`config.mk`:
```
export PLATFORM = sky130hd
export DESIGN_NAME = wdt_twokey
export DESIGN_NICKNAME = d
export VERILOG_FILES = /design/src/rtl/wdt_pkg.sv /design/src/rtl/wdt_keyseq.sv /design/src/rtl/wdt_regs.sv /design/src/rtl/wdt_counter.sv /design/src/rtl/wdt_rstpulse.sv /design/src/rtl/wdt_twokey.sv
export SDC_FILE = /design/constraint.sdc
export NUM_CORES = 1
export LEC_CHECK = 0
export ABC_AREA = 1
export BUFFER_PORTS_ARGS = -buffer_cell sky130_fd_sc_hd__buf_4
export CORE_MARGIN = 2
export CORE_UTILIZATION = 47
export CTS_CLUSTER_SIZE = 24
export DETAILED_ROUTE_END_ITERATION = 7
export PLACE_DENSITY = 0.77
export SLEW_MARGIN = 5
export SYNTH_ARGS = -nofsm -noshare
export SYNTH_HDL_FRONTEND = slang
export SYNTH_HIERARCHICAL = 1
export SYNTH_SLANG_ARGS = --single-unit
```
`constraint.sdc`:
```
create_clock -name clk -period 1.7 [get_ports clk]
set_input_delay 0.17 -clock clk [delete_from_list [all_inputs] [get_ports clk]]
set_output_delay 0.17 -clock clk [all_outputs]
set_load 0.005 [all_outputs]
```
`src/rtl/wdt_pkg.sv`:
```
package wdt_pkg;

    localparam int DATA_W = 32;
    localparam int KEY_W  = 16;
    localparam int ADDR_W = 2;

    localparam logic [KEY_W-1:0] KEY_FIRST  = 16'hE51A;
    localparam logic [KEY_W-1:0] KEY_SECOND = 16'hA35C;

    typedef enum logic [ADDR_W-1:0] {
        REG_CTRL   = 2'd0,
        REG_RELOAD = 2'd1,
        REG_KEY    = 2'd2,
        REG_COUNT  = 2'd3
    } wdt_reg_e;

    typedef enum logic {
        KS_IDLE  = 1'b0,
        KS_ARMED = 1'b1
    } keyseq_e;

    typedef struct packed {
        logic              valid;
        wdt_reg_e          target;
        logic [DATA_W-1:0] data;
    } wr_req_t;

    function automatic logic hits(input wr_req_t req, input wdt_reg_e r);
        return req.valid && (req.target == r);
    endfunction

    function automatic logic [KEY_W-1:0] key_field(input wr_req_t req);
        return req.data[KEY_W-1:0];
    endfunction

endpackage

```
`src/rtl/wdt_keyseq.sv`:
```
module wdt_keyseq
    import wdt_pkg::*;
(
    input  logic             clk,
    input  logic             rst,
    input  logic             key_wr,
    input  logic [KEY_W-1:0] key_val,
    input  logic             clr,
    output logic             armed,
    output logic             done
);

    keyseq_e state_q;

    always_ff @(posedge clk) begin
        if (rst || clr) begin
            state_q <= KS_IDLE;
        end else if (key_wr) begin
            if (key_val == KEY_FIRST) begin
                state_q <= KS_ARMED;
            end else begin
                state_q <= KS_IDLE;
            end
        end
    end

    assign armed = (state_q == KS_ARMED);
    assign done  = key_wr && armed && (key_val == KEY_SECOND);

endmodule

```
`src/rtl/wdt_regs.sv`:
```
module wdt_regs
    import wdt_pkg::*;
#(
    parameter int              CNT_W      = 16,
    parameter logic [CNT_W-1:0] DEF_RELOAD = 16'd200
) (
    input  logic              clk,
    input  logic              rst,
    input  wr_req_t           req,
    input  logic              expire,
    input  logic              pulse_busy,
    input  wdt_reg_e          rd_sel,
    input  logic [CNT_W-1:0]  count,
    input  logic              armed,
    output logic              en,
    output logic [CNT_W-1:0]  reload,
    output logic [DATA_W-1:0] rd_data
);

    logic unused_data;
    assign unused_data = ^req.data;

    always_ff @(posedge clk) begin
        if (rst) begin
            en <= 1'b0;
        end else if (expire) begin
            en <= 1'b0;
        end else if (hits(req, REG_CTRL) && req.data[0] && !pulse_busy) begin
            en <= 1'b1;
        end
    end

    always_ff @(posedge clk) begin
        if (rst) begin
            reload <= DEF_RELOAD;
        end else if (hits(req, REG_RELOAD)) begin
            reload <= req.data[CNT_W-1:0];
        end
    end

    always_comb begin
        rd_data = '0;
        unique case (rd_sel)
            REG_CTRL:   rd_data[0] = en;
            REG_RELOAD: rd_data = DATA_W'(reload);
            REG_KEY:    rd_data[0] = armed;
            REG_COUNT:  rd_data = DATA_W'(count);
            default:    rd_data = '0;
        endcase
    end

endmodule

```
`src/rtl/wdt_counter.sv`:
```
module wdt_counter #(
    parameter int               CNT_W      = 16,
    parameter logic [CNT_W-1:0] DEF_RELOAD = 16'd200
) (
    input  logic             clk,
    input  logic             rst,
    input  logic             en,
    input  logic             service,
    input  logic [CNT_W-1:0] reload,
    output logic [CNT_W-1:0] count,
    output logic             expire
);

    assign expire = en && (count == '0);

    always_ff @(posedge clk) begin
        if (rst) begin
            count <= DEF_RELOAD;
        end else if (!en || expire) begin
            count <= reload;
        end else if (service) begin
            count <= reload;
        end else begin
            count <= count - 1'b1;
        end
    end

endmodule

```
`src/rtl/wdt_rstpulse.sv`:
```
module wdt_rstpulse #(
    parameter int RST_CYCLES = 4
) (
    input  logic clk,
    input  logic rst,
    input  logic fire,
    output logic req
);

    localparam int PW = $clog2(RST_CYCLES + 1);
    localparam logic [PW-1:0] LEN = PW'(RST_CYCLES);

    logic [PW-1:0] left_q;

    always_ff @(posedge clk) begin
        if (rst) begin
            left_q <= '0;
        end else if (fire) begin
            left_q <= LEN;
        end else if (left_q != '0) begin
            left_q <= left_q - 1'b1;
        end
    end

    assign req = (left_q != '0);

endmodule

```
`src/rtl/wdt_twokey.sv`:
```
module wdt_twokey
    import wdt_pkg::*;
#(
    parameter int               CNT_W      = 16,
    parameter logic [CNT_W-1:0] DEF_RELOAD = 16'd200,
    parameter int               RST_CYCLES = 4
) (
    input  logic              clk,
    input  logic              rst,
    input  logic              wr_en,
    input  logic [ADDR_W-1:0] wr_addr,
    input  logic [DATA_W-1:0] wr_data,
    input  logic [ADDR_W-1:0] rd_addr,
    output logic [DATA_W-1:0] rd_data,
    output logic              wdt_rst_o
);

    wr_req_t          req;
    logic             en_q;
    logic [CNT_W-1:0] reload_q;
    logic [CNT_W-1:0] count_q;
    logic             expire;
    logic             armed;
    logic             svc_done;

    assign req.valid  = wr_en;
    assign req.target = wdt_reg_e'(wr_addr);
    assign req.data   = wr_data;

    wdt_regs #(.CNT_W(CNT_W), .DEF_RELOAD(DEF_RELOAD)) u_regs (
        .clk        (clk),
        .rst        (rst),
        .req        (req),
        .expire     (expire),
        .pulse_busy (wdt_rst_o),
        .rd_sel     (wdt_reg_e'(rd_addr)),
        .count      (count_q),
        .armed      (armed),
        .en         (en_q),
        .reload     (reload_q),
        .rd_data    (rd_data)
    );

    wdt_keyseq u_keyseq (
        .clk     (clk),
        .rst     (rst),
        .key_wr  (hits(req, REG_KEY)),
        .key_val (key_field(req)),
        .clr     (expire),
        .armed   (armed),
        .done    (svc_done)
    );

    wdt_counter #(.CNT_W(CNT_W), .DEF_RELOAD(DEF_RELOAD)) u_counter (
        .clk     (clk),
        .rst     (rst),
        .en      (en_q),
        .service (svc_done),
        .reload  (reload_q),
        .count   (count_q),
        .expire  (expire)
    );

    wdt_rstpulse #(.RST_CYCLES(RST_CYCLES)) u_pulse (
        .clk  (clk),
        .rst  (rst),
        .fire (expire),
        .req  (wdt_rst_o)
    );

endmodule

```
# --- Yosys cells after proc, flatten, opt, wreduce, memory -nomap -nowiden ---
# Cells that the tools add are included.
word_totals:
  reg_bits: 37
  word_cells: 40
op_classes:
  add_sub_neg: 2
  n_eq_ne: 7
  muxes: 7
  n_reduce_logical: 18
op_table:
  columns: ["cell", "n"]
  rows:
  - ["== test 16 bit, second input constant", 2]
  - ["2-to-1 mux 16 bit", 2]
  - ["one-hot mux 15 bit (2 select lines)", 1]
  - ["zero test 16 bit", 1]
  - ["subtractor 16 x 1 -> 16 bit, second input constant", 1]
  - ["logical AND 1 bit", 8]
  - ["== test 2 bit, second input constant", 3]
  - ["2-to-1 mux 3 bit", 2]
  - ["== test 2 x 1 -> 1 bit, second input constant", 2]
  - ["zero test 2 bit", 2]
  - ["one-hot mux 1 bit (4 select lines)", 1]
  - ["nonzero test 3 bit", 1]
  - ["subtractor 3 x 1 -> 3 bit, second input constant", 1]
  - ["zero test 1 bit", 2]
  - ["logical OR 1 bit", 2]
  - ["nonzero test 2 bit", 1]
  - ["OR reduction 2 bit", 1]
  - ["2-to-1 mux 1 bit", 1]

# --- Depth between registers and ports, before layout ---
# Gate-level depths: netlist (run 1).
depth:
  ltp_word: 6
  ltp_mapped: 12
  mapped_depth_nobuf: 12

# --- Modules after synthesis ---
# Netlist (run 1), hierarchy kept.
by_module_without_submodules:
  columns: ["mod", "instances", "cells_each", "area_per_inst_um2"]
  rows:
  - ["wdt_counter", 1, 189, 1137.3]
  - ["wdt_regs", 1, 154, 992.2]
  - ["wdt_rstpulse", 1, 26, 175.2]
  - ["wdt_keyseq", 1, 32, 160.2]
  - ["wdt_twokey", 1, 2, 10.0]

# --- Worst setup path before layout (run 1) ---
# No wires, ideal clock.
synth_path:
  path_type: "register to register"
  from: "register u_counter.count[0]"
  to: "register u_pulse.left_q[0]"
  t_arrival_ns: 1.513
  required_ns: 1.587
  slack_ns: 0.073
  stages_incl_launch_ff: 12
  period_less_slack_ns: 1.627
  path_cell_list: "dfxtp_1 -> inv_1 -> ha_1 -> inv_1 -> nor2_1 -> nand3_1 -> nor2_1 -> nand2_1 -> nor3_1 -> nor2_1 -> o21ai_1 -> nor2_1"
synth_via:
  elab_chain_cells: 3
synth_lines:
  columns: ["item", "line", "text"]
  rows:
  - ["start: declaration", "wdt_counter.sv:10", "output logic [CNT_W-1:0] count,"]
  - ["start signal: assignment", "wdt_counter.sv:20", "count <= reload;"]
  - ["start signal: assignment", "wdt_counter.sv:22", "count <= reload;"]
  - ["start signal: assignment", "wdt_counter.sv:24", "count <= count - 1'b1;"]
  - ["zero test 16 bit", "wdt_counter.sv:14", "assign expire = en && (count == '0);"]
  - ["logical AND 1 bit", "wdt_counter.sv:14", null]
  - ["net expire", "wdt_twokey.sv:22", "logic expire;"]
  - ["OR reduction 2 bit (no source line)", null, null]
  - ["end signal: assignment", "wdt_rstpulse.sv:21", "left_q <= left_q - 1'b1;"]
  - ["end: declaration", "wdt_rstpulse.sv:13", "logic [PW-1:0] left_q;"]
# The timed path passes the listed nets, and every way through them passes these cells.
# A chain may end at the register's enable or synchronous reset.

# --- Worst setup path after layout (run 1) ---
layout_path:
  from: "register u_counter.count[1]"
  to: "register u_pulse.left_q[2]"
layout_via:
  elab_chain_cells: 3
  elab_cells_between_ends: 4
layout_lines:
  columns: ["item", "line"]
  rows:
  - ["zero test 16 bit *", "wdt_counter.sv:14"]
  - ["logical AND 1 bit *", "wdt_counter.sv:14"]
  - ["net expire", "wdt_twokey.sv:22"]
  - ["2-to-1 mux 3 bit or nonzero test 2 bit (tied branches)", null]
# The timed path passes the listed nets; every way through them passes the cells marked *.

==> flow_summary.json, run 1 <==
{
  "worstPathMaxFanout": 4,
  "rr_endpoint": "u_pulse/left_q[2]$_SDFFE_PP0P_",
  "r2r_setup_slack_ps": 100,
  "min_from": "wr_data[7]",
  "h-tree-depth": 2,
  "period_share": 0.943,
  "r2r-start": "u_counter/count[1]$_SDFF_PP0_",
  "fin_nets": 496,
  "min_period_ps": 1600,
  "cts_buffers": 5,
  "ys_async_sr_fraction": 0,
  "cts_hold_buf": 0,
  "routed_wl_mm": 5.70,
  "setup_violations": 0,
  "antenna_found_initial": 0,
  "first_pass_iters": 4,
  "leakage_nw": 1.49,
  "final_max_slew_viol_count": 0,
  "synth_edf_count": 0,
  "worstHoldEndpoint": "u_regs/reload[7]$_SDFFE_PP1P_",
  "viasPerCell": 4.75,
  "synth_top_area_frac": 0.299,
  "startpoint_type": "register",
  "grt_max_degree": 17,
  "grt_pass1_wl_mm": 9.42,
  "synth.most_common_cell": "nand2_1",
  "initial_core_util": 0.485,
  "ys_types": 30,
  "grt_pass1_vias": 2179,
  "cts_tree": "done",
  "ys_seq_elements": 37,
  "insertion_delay_ps": 300,
  "fin_skew_ps": 5.65,
  "gp_congestion": 0.849,
  "avgRoutedWirePerCell_um": 10.9,
  "core_mm2": 0.00511,
  "cp.required_ps": 1930,
  "dr.first_iter.drc_count": 112,
  "insertedDiodeCount": 0,
  "drv_cap": 0,
  "die_area_mm2": 0.00586,
  "track_usage": 0.197,
  "drcViolationCount": 0,
  "ant_nets": 0,
  "drive_gt1_frac": 0.251,
  "synthTopCellsByCount": "nand2_1 (130), nor2_1 (64), inv_1 (44)",
  "ff2ff_path_depth": 13,
  "dp_hpwl_mm": 4.44,
  "cp_data_arrival_time_ps": 1830,
  "p_total_mw": 2.40,
  "status": "completed",
  "avgSynthCellArea_um2": 6.14,
  "ys.flop_type": "dfxtp_1",
  "root_buffer": "clkbuf_8",
  "ys_warn_count": 6,
  "cp-end-kind": "register",
  "die_w_um": 76.6,
  "die_h_um": 76.6,
  "fmax_ghz": 0.624,
  "netlist_area_mm2": 0.00247,
  "grt_overflow": 0,
  "synthTopCellsByArea": "dfxtp_1 (30%), nand2_1 (20%), nor2_1 (9.7%), inv_1 (6.7%), buf_4 (5.2%)",
  "power_density_mw_per_mm2": 791,
  "ys_seq_area_frac": 0.299,
  "yosysTopAreaCell": "dfxtp_1",
  "row_count": 26,
  "worstSetupPathType": "reg2reg",
  "final_util": 0.594,
  "rsz0062_at_grt": "true",
  "min_path_type": "in2reg",
  "hold_viol": 0,
  "clock-sinks": 37,
  "area_growth_pct": 22.6,
  "ir_worst_vdd_mv": 0.498,
  "io_pins": 72,
  "synth_cells": 403,
  "min_path_cells": 3,
  "place.port_buffers": 39,
  "clk_path_buf_depth": 2,
  "clk_pin_slew_worst_paths_ps": 70,
  "vias": 2488
}
-- layer usage --
metal  up-vias  routed length, um  track usage
li1       1302                  -            -
met4         0                 97       0.0673
met3        12                255       0.0344
met5         -                  0            0
met1      1100               2570        0.239
met2        74               2780        0.349
-- stage by stage --
step / area, um2 / setup TNS (ps) / cells / setup slack, ps / hold WS [ps]
floorplan: 2530 / 0 / 418 / 73.4 / 232
global placement: 2820 / 0 / 514 / 36.6 / 386
detailed placement: 2820 / -31.9 / 514 / -14.4 / 390
CTS: 2950 / 0 / 522 / 3.51 / 78.2
global route: 3030 / -185 / 524 / -80.8 / 101
finish: 3030 / 0 / 524 / 96.5 / 86.1
-- sequential cells by signal, indices dropped and copies added, names as in the netlist --
name	cells
u_keyseq/armed	1
u_regs/reload	16
u_counter/count	16
u_regs/en	1
u_pulse/left_q	3
-- cells in the final DEF, fill, tap and decap left out, drive strengths merged --
master / count
a21oi: 12
xnor2: 1
o21ai: 20
or2: 4
dfxtp: 37
nand3: 24
nand2: 132
nor3: 2
buf: 52
ha: 4
conb: 16
nor2: 83
o21bai: 1
clkinvlp: 1
clkbuf: 6
xor2: 3
nand4: 5
bufinv: 1
inv: 50
-- cells by family after synthesis --
| group | synth area share |
|---|---|
| buf+inv | 0.150 |
| simple gates | 0.443 |
| fa+ha+maj | 0.0202 |
| other cells | 0.00152 |
| xor+xnor | 0.0142 |
| flops | 0.299 |
| compound gates | 0.0723 |
-- critical path, cell delays in order, from the launching register on --
cell     delay, ps
dfxtp_2        330
inv_2           70
ha_4           140
inv_2           40
nor2_4         120
nand3_4         90
nor2_4         130
nand2_2         70
nor3_2         180
buf_4          150
inv_2           40
nand2_2         50
nor2_2          40
nor2_1         100
-- report_power, final --
group / switching [mW] / internal [mW] / total [mW]
sequential: 0.0560 / 0.933 / 0.989
clock: 0.336 / 0.477 / 0.813
combinational: 0.348 / 0.250 / 0.598
total: 0.740 / 1.66 / 2.40
-- worst max-delay path by stage --
stage                                  startpoint                              to  cells after the start
floorplan           u_counter/count[0]$_SDFF_PP0_  u_pulse/left_q[0]$_SDFFE_PP0P_                     11
global placement    u_counter/count[0]$_SDFF_PP0_  u_pulse/left_q[1]$_SDFFE_PP0P_                     12
detailed placement  u_counter/count[0]$_SDFF_PP0_  u_pulse/left_q[0]$_SDFFE_PP0P_                     12
CTS                 u_counter/count[0]$_SDFF_PP0_  u_pulse/left_q[2]$_SDFFE_PP0P_                     13
global route        u_counter/count[1]$_SDFF_PP0_  u_pulse/left_q[2]$_SDFFE_PP0P_                     13
finish              u_counter/count[1]$_SDFF_PP0_  u_pulse/left_q[2]$_SDFFE_PP0P_                     13
-- area by class of cell --
cell class                 instances  area, um2
multi-input combinational        307       1490
inverter                          50        188
sequential                        37        743
tap                               70       87.6
clock buffer                       6       82.6
fill                             523       2070
timing repair buffer              52        407
clock inverter                     2       37.5
-- timing repair --
action,CTS,global route
setup endpoints to repair,3,20
setup buffers,0,3
pin swaps,0,9
gates resized for setup,1,23
(Power assumes the default switching activity.)
==> run 2: changes to the inputs <==
BUFFER_PORTS_ARGS = -buffer_cell sky130_fd_sc_hd__buf_2   (was -buffer_cell sky130_fd_sc_hd__buf_4)
==> run 2 against run 1 <==
Against the previous run: global-route usage rose by 0.70 points; non-clock buffer count did not move; core utilization fell by 2.2 points; fmax fell by 2.5%; final cell count did not move; clock skew fell by 1.7 ps; first-iteration DRC count rose by 76%; routed wire length rose by 5.5%; critical path depth fell by 1; die area did not move; via count rose by 2.9%; largest power group unchanged.
==> flow_summary.json, run 2 (synthesized netlist as in run 1, its figures left out) <==
{
  "final_max_slew_viol_count": 0,
  "power_density_mw_per_mm2": 811,
  "dp_hpwl_mm": 4.45,
  "grt_pass1_vias": 2232,
  "place.port_buffers": 39,
  "core_mm2": 0.00511,
  "worstPathMaxFanout": 4,
  "gp_congestion": 0.832,
  "h-tree-depth": 2,
  "finalSetupTns_ps": 0,
  "first_pass_iters": 5,
  "setup_violations": 0,
  "final_cell_mix": "nand2_1 (129), nor2_1 (60), inv_1 (41)",
  "startpoint_type": "register",
  "cts_buffers": 5,
  "drv_cap": 0,
  "clk_pin_slew_worst_paths_ps": 80,
  "avgRoutedWirePerCell_um": 11.5,
  "layout.cells.non_filler": 524,
  "fmax_ghz": 0.608,
  "worstSetupPathType": "reg2reg",
  "pwr-share-seq": 0.417,
  "setup_ws_ps": 54.8,
  "insertion_delay_ps": 290,
  "pwr-share-clk": 0.342,
  "reg_top3": "u_counter/count x16, u_regs/reload x16, u_pulse/left_q x3",
  "clock-sinks": 37,
  "drcViolationCount": 0,
  "place_ws_ps": -36.4,
  "p_int_mw": 1.63,
  "ir_worst_vdd_mv": 0.516,
  "root_buffer": "clkbuf_8",
  "leakage_nw": 1.47,
  "viasPerCell": 4.89,
  "status": "completed",
  "initial_core_util": 0.485,
  "timing.hold.ws_ps": 112,
  "grt_max_degree": 17,
  "vias": 2561,
  "period_share": 0.968,
  "final_common_cell": "nand2_1",
  "drive_gt1_frac": 0.242,
  "min_period_ps": 1650,
  "area_growth_pct": 18.0,
  "grt_pass1_wl_mm": 9.86,
  "placed_cells": 514,
  "row_count": 26,
  "cp-end-kind": "register",
  "io_pins": 72,
  "min_path_type": "in2reg",
  "cp.required_ps": 1890,
  "hold_viol": 0,
  "cts_tree": "done",
  "routed_wl_mm": 6.01,
  "p_sw_mw": 0.744,
  "grt_overflow": 0,
  "die_w_um": 76.6,
  "antenna_found_initial": 0,
  "rsz0062_at_grt": "true",
  "insertedDiodeCount": 0,
  "track_usage": 0.204,
  "fin_nets": 496,
  "cts_hold_buf": 0,
  "fin_skew_ps": 3.97,
  "die_area_mm2": 0.00586,
  "clk_path_buf_depth": 2,
  "p_total_mw": 2.37,
  "switching_share": 0.314,
  "die_h_um": 76.6,
  "dr.first_iter.drc_count": 197,
  "cp_data_arrival_time_ps": 1830,
  "combPwrFrac": 0.241,
  "ant_nets": 0
}
## run 2: cell types whose count changed in the layout (fill, tap and decap cells not counted), moves of 2 or more
cell     previous run  this run
buf_2               0        39
inv_1              39        41
buf_4              50        12
inv_2              11         9
nand3_2             1         3
## run 2: critical path, cell delays in order, from the launching register on
cell and delay (ps):
dfxtp_2 330, inv_2 80, ha_4 140, inv_2 40
nor2_4 130, nand3_4 100, nor2_4 140, nand2_2 70
nor3_2 180, buf_4 160, nor2_2 40, o21ai_1 70
nor2_1 60
## run 2: metal layers
layer | wire length, um | vias to the layer above | track usage
met5 | 0 | - | 0
met4 | 151 | 0 | 0.0836
met3 | 378 | 16 | 0.0308
met2 | 2860 | 96 | 0.346
met1 | 2620 | 1145 | 0.258
li1 | - | 1304 | -
## run 2: worst paths after layout
| path | startpoint | to | slack, ps | cells after the start |
|---|---|---|---|---|
| max | u_counter/count[0]$_SDFF_PP0_ | u_pulse/left_q[0]$_SDFFE_PP0P_ | 50 | 12 |
| min | wr_data[7] | u_regs/reload[7]$_SDFFE_PP1P_ | 110 | 3 |
| max reg2reg | u_counter/count[0]$_SDFF_PP0_ | u_pulse/left_q[0]$_SDFFE_PP0P_ | 50 | 12 |
| min reg2reg | u_regs/en$_SDFFE_PP0P_ | u_regs/en$_SDFFE_PP0P_ | 490 | 2 |
## run 2: stage by stage
stage           util  cell area [um2]
4_1_cts        0.558             2850
3_3_place_gp   0.534             2730
3_5_place_dp   0.534             2730
5_1_grt        0.572             2920
2_1_floorplan      -             2530
6_report       0.572             2920
## run 2: power by group through the flow
stage / sequential [mW] / clock, mW / combinational, mW
2_1_floorplan: 0.990 / 0 / 0.408
3_3_place_gp: 1.00 / 0 / 0.520
3_5_place_dp: 1.01 / 0 / 0.540
4_1_cts: 0.987 / 0.823 / 0.544
5_1_grt: 0.999 / 0.856 / 0.652
6_report: 0.989 / 0.810 / 0.571
## run 2: final cells by class
| cell class | instances | area, um2 |
|---|---|---|
| timing repair buffer | 52 | 305 |
| tap | 70 | 87.6 |
| sequential | 37 | 743 |
| inverter | 50 | 188 |
| fill | 497 | 2190 |
| multi-input combinational | 307 | 1480 |
| clock inverter | 2 | 37.5 |
| clock buffer | 6 | 82.6 |
## run 2: timing repair
action	in CTS	in global routing
resized for setup	1	17
setup endpoints to repair	3	10
pin swaps	0	4
setup buffers	0	2
gates cloned	0	0
==> run 3: changes to the inputs <==
MAX_ROUTING_LAYER = met4   (was unset)
PLACE_DENSITY = 0.8   (was 0.77)
==> run 3 against run 2 <==
Against the previous run: final cell count is 0.57% higher; non-clock buffer count is 3 higher; global-route usage is 1.1 points higher; worst hold slack better by 6.3 ps; die area stayed put; critical endpoint is now u_pulse/left_q[1]$_SDFFE_PP0P_.
==> flow_summary.json, run 3 (synthesized netlist as in run 1, its figures left out) <==
{
  "status": "completed",
  "leakage_nw": 1.49,
  "reg_top3": "u_counter/count x16, u_regs/reload x16, u_pulse/left_q x3",
  "drv_cap": 0,
  "grt_pass1_wl_mm": 10.3,
  "grt_overflow": 0,
  "insertion_delay_ps": 290,
  "fin_skew_ps": 8.56,
  "combPwrFrac": 0.248,
  "switching_share": 0.312,
  "startpoint_type": "register",
  "grt_max_degree": 17,
  "p_int_mw": 1.64,
  "cts_tree": "done",
  "routed_wl_mm": 6.09,
  "root_buffer": "clkbuf_8",
  "cts_buffers": 5,
  "final_cell_mix": "nand2_1 (130), nor2_1 (59), inv_1 (40)",
  "finalSetupTns_ps": 0,
  "cp-end-kind": "register",
  "avgRoutedWirePerCell_um": 11.6,
  "pwr-share-seq": 0.417,
  "setup_violations": 0,
  "final_max_slew_viol_count": 0,
  "clk_pin_slew_worst_paths_ps": 80,
  "worstPathMaxFanout": 4,
  "drcViolationCount": 0,
  "drive_gt1_frac": 0.254,
  "clk_path_buf_depth": 2,
  "min_path_type": "in2reg",
  "track_usage": 0.215,
  "cp.required_ps": 1880,
  "die_h_um": 76.6,
  "layout.cells.non_filler": 527,
  "pwr-share-clk": 0.335,
  "rsz0062_at_grt": "true",
  "hold_viol": 0,
  "min_period_ps": 1690,
  "fmax_ghz": 0.591,
  "antenna_found_initial": 0,
  "gp_congestion": 0.887,
  "initial_core_util": 0.485,
  "worstSetupPathType": "reg2reg",
  "final_common_cell": "nand2_1",
  "first_pass_iters": 5,
  "p_sw_mw": 0.744,
  "cp_data_arrival_time_ps": 1870,
  "h-tree-depth": 2,
  "vias": 2551,
  "io_pins": 72,
  "power_density_mw_per_mm2": 807,
  "placed_cells": 515,
  "fin_nets": 499,
  "area_growth_pct": 19.4,
  "grt_pass1_vias": 2375,
  "dp_hpwl_mm": 4.36,
  "die_w_um": 76.6,
  "viasPerCell": 4.84,
  "ir_worst_vdd_mv": 0.533,
  "row_count": 26,
  "period_share": 0.995,
  "dr.first_iter.drc_count": 258,
  "place.port_buffers": 39,
  "ant_nets": 0,
  "insertedDiodeCount": 0,
  "clock-sinks": 37,
  "core_mm2": 0.00511,
  "die_area_mm2": 0.00586
}
run 3: through the flow:
step	setup WS [ps]	util	cell area [um2]	hold WS, ps	power [mW]
6_report	8.93	0.579	2960	118	2.38
5_1_grt	-88.7	0.579	2960	134	2.54
4_1_cts	5.22	0.558	2850	107	2.34
3_5_place_dp	-9.93	0.533	2720	404	1.54
3_3_place_gp	21.9	0.533	2720	392	1.52
2_1_floorplan	73.4	-	2530	232	1.40
run 3: final cells by class:
| cell class | count | area, um2 |
|---|---|---|
| inverters | 50 | 190 |
| repair buffers | 55 | 328 |
| clock buffers | 6 | 82.6 |
| flip-flops and latches | 37 | 743 |
| multi-input cells | 307 | 1490 |
| well taps | 70 | 87.6 |
| fillers | 481 | 2150 |
| clock inverters | 2 | 37.5 |
run 3: timing repair:
item                       in CTS  in global routing
gates resized for setup         2                 20
pin swaps                       1                  9
setup buffers                   0                  4
hold buffers                    0                  0
gates cloned                    0                  0
setup endpoints to repair       5                 18
run 3: worst paths after layout:
| path | from | endpoint | slack [ps] | cells past startpoint |
|---|---|---|---|---|
| max | u_counter/count[1]$_SDFF_PP0_ | u_pulse/left_q[1]$_SDFFE_PP0P_ | 9 | 12 |
| min | wr_data[7] | u_regs/reload[7]$_SDFFE_PP1P_ | 120 | 3 |
| max reg2reg | u_counter/count[1]$_SDFF_PP0_ | u_pulse/left_q[1]$_SDFFE_PP0P_ | 9 | 12 |
| min reg2reg | u_regs/en$_SDFFE_PP0P_ | u_regs/en$_SDFFE_PP0P_ | 490 | 2 |
run 3: power by group through the flow:
stage          logic [mW]  registers (mW)  clock network (mW)
2_1_floorplan       0.408           0.990                   0
3_3_place_gp        0.519            1.00                   0
3_5_place_dp        0.540            1.00                   0
4_1_cts             0.544           0.984               0.811
5_1_grt             0.677            1.00               0.865
6_report            0.591           0.994               0.800
run 3: layer usage:
| layer | GRT usage | wire [um] | up-vias |
|---|---|---|---|
| li1 | - | - | 1307 |
| met1 | 0.253 | 2540 | 1118 |
| met2 | 0.368 | 2980 | 108 |
| met3 | 0.0344 | 402 | 18 |
| met4 | 0.0836 | 170 | 0 |
| met5 | - | 0 | - |
run 3: critical path, cell delays in order, from the launching register on:
cell     delay [ps]
dfxtp_2         330
inv_2            70
ha_4            140
inv_4            30
nor2_4          100
nand3_2         120
nor2_2          170
nand2_1         110
nor3_2          180
buf_4           170
nor2_4           50
o21ai_2          60
nor2_1           50
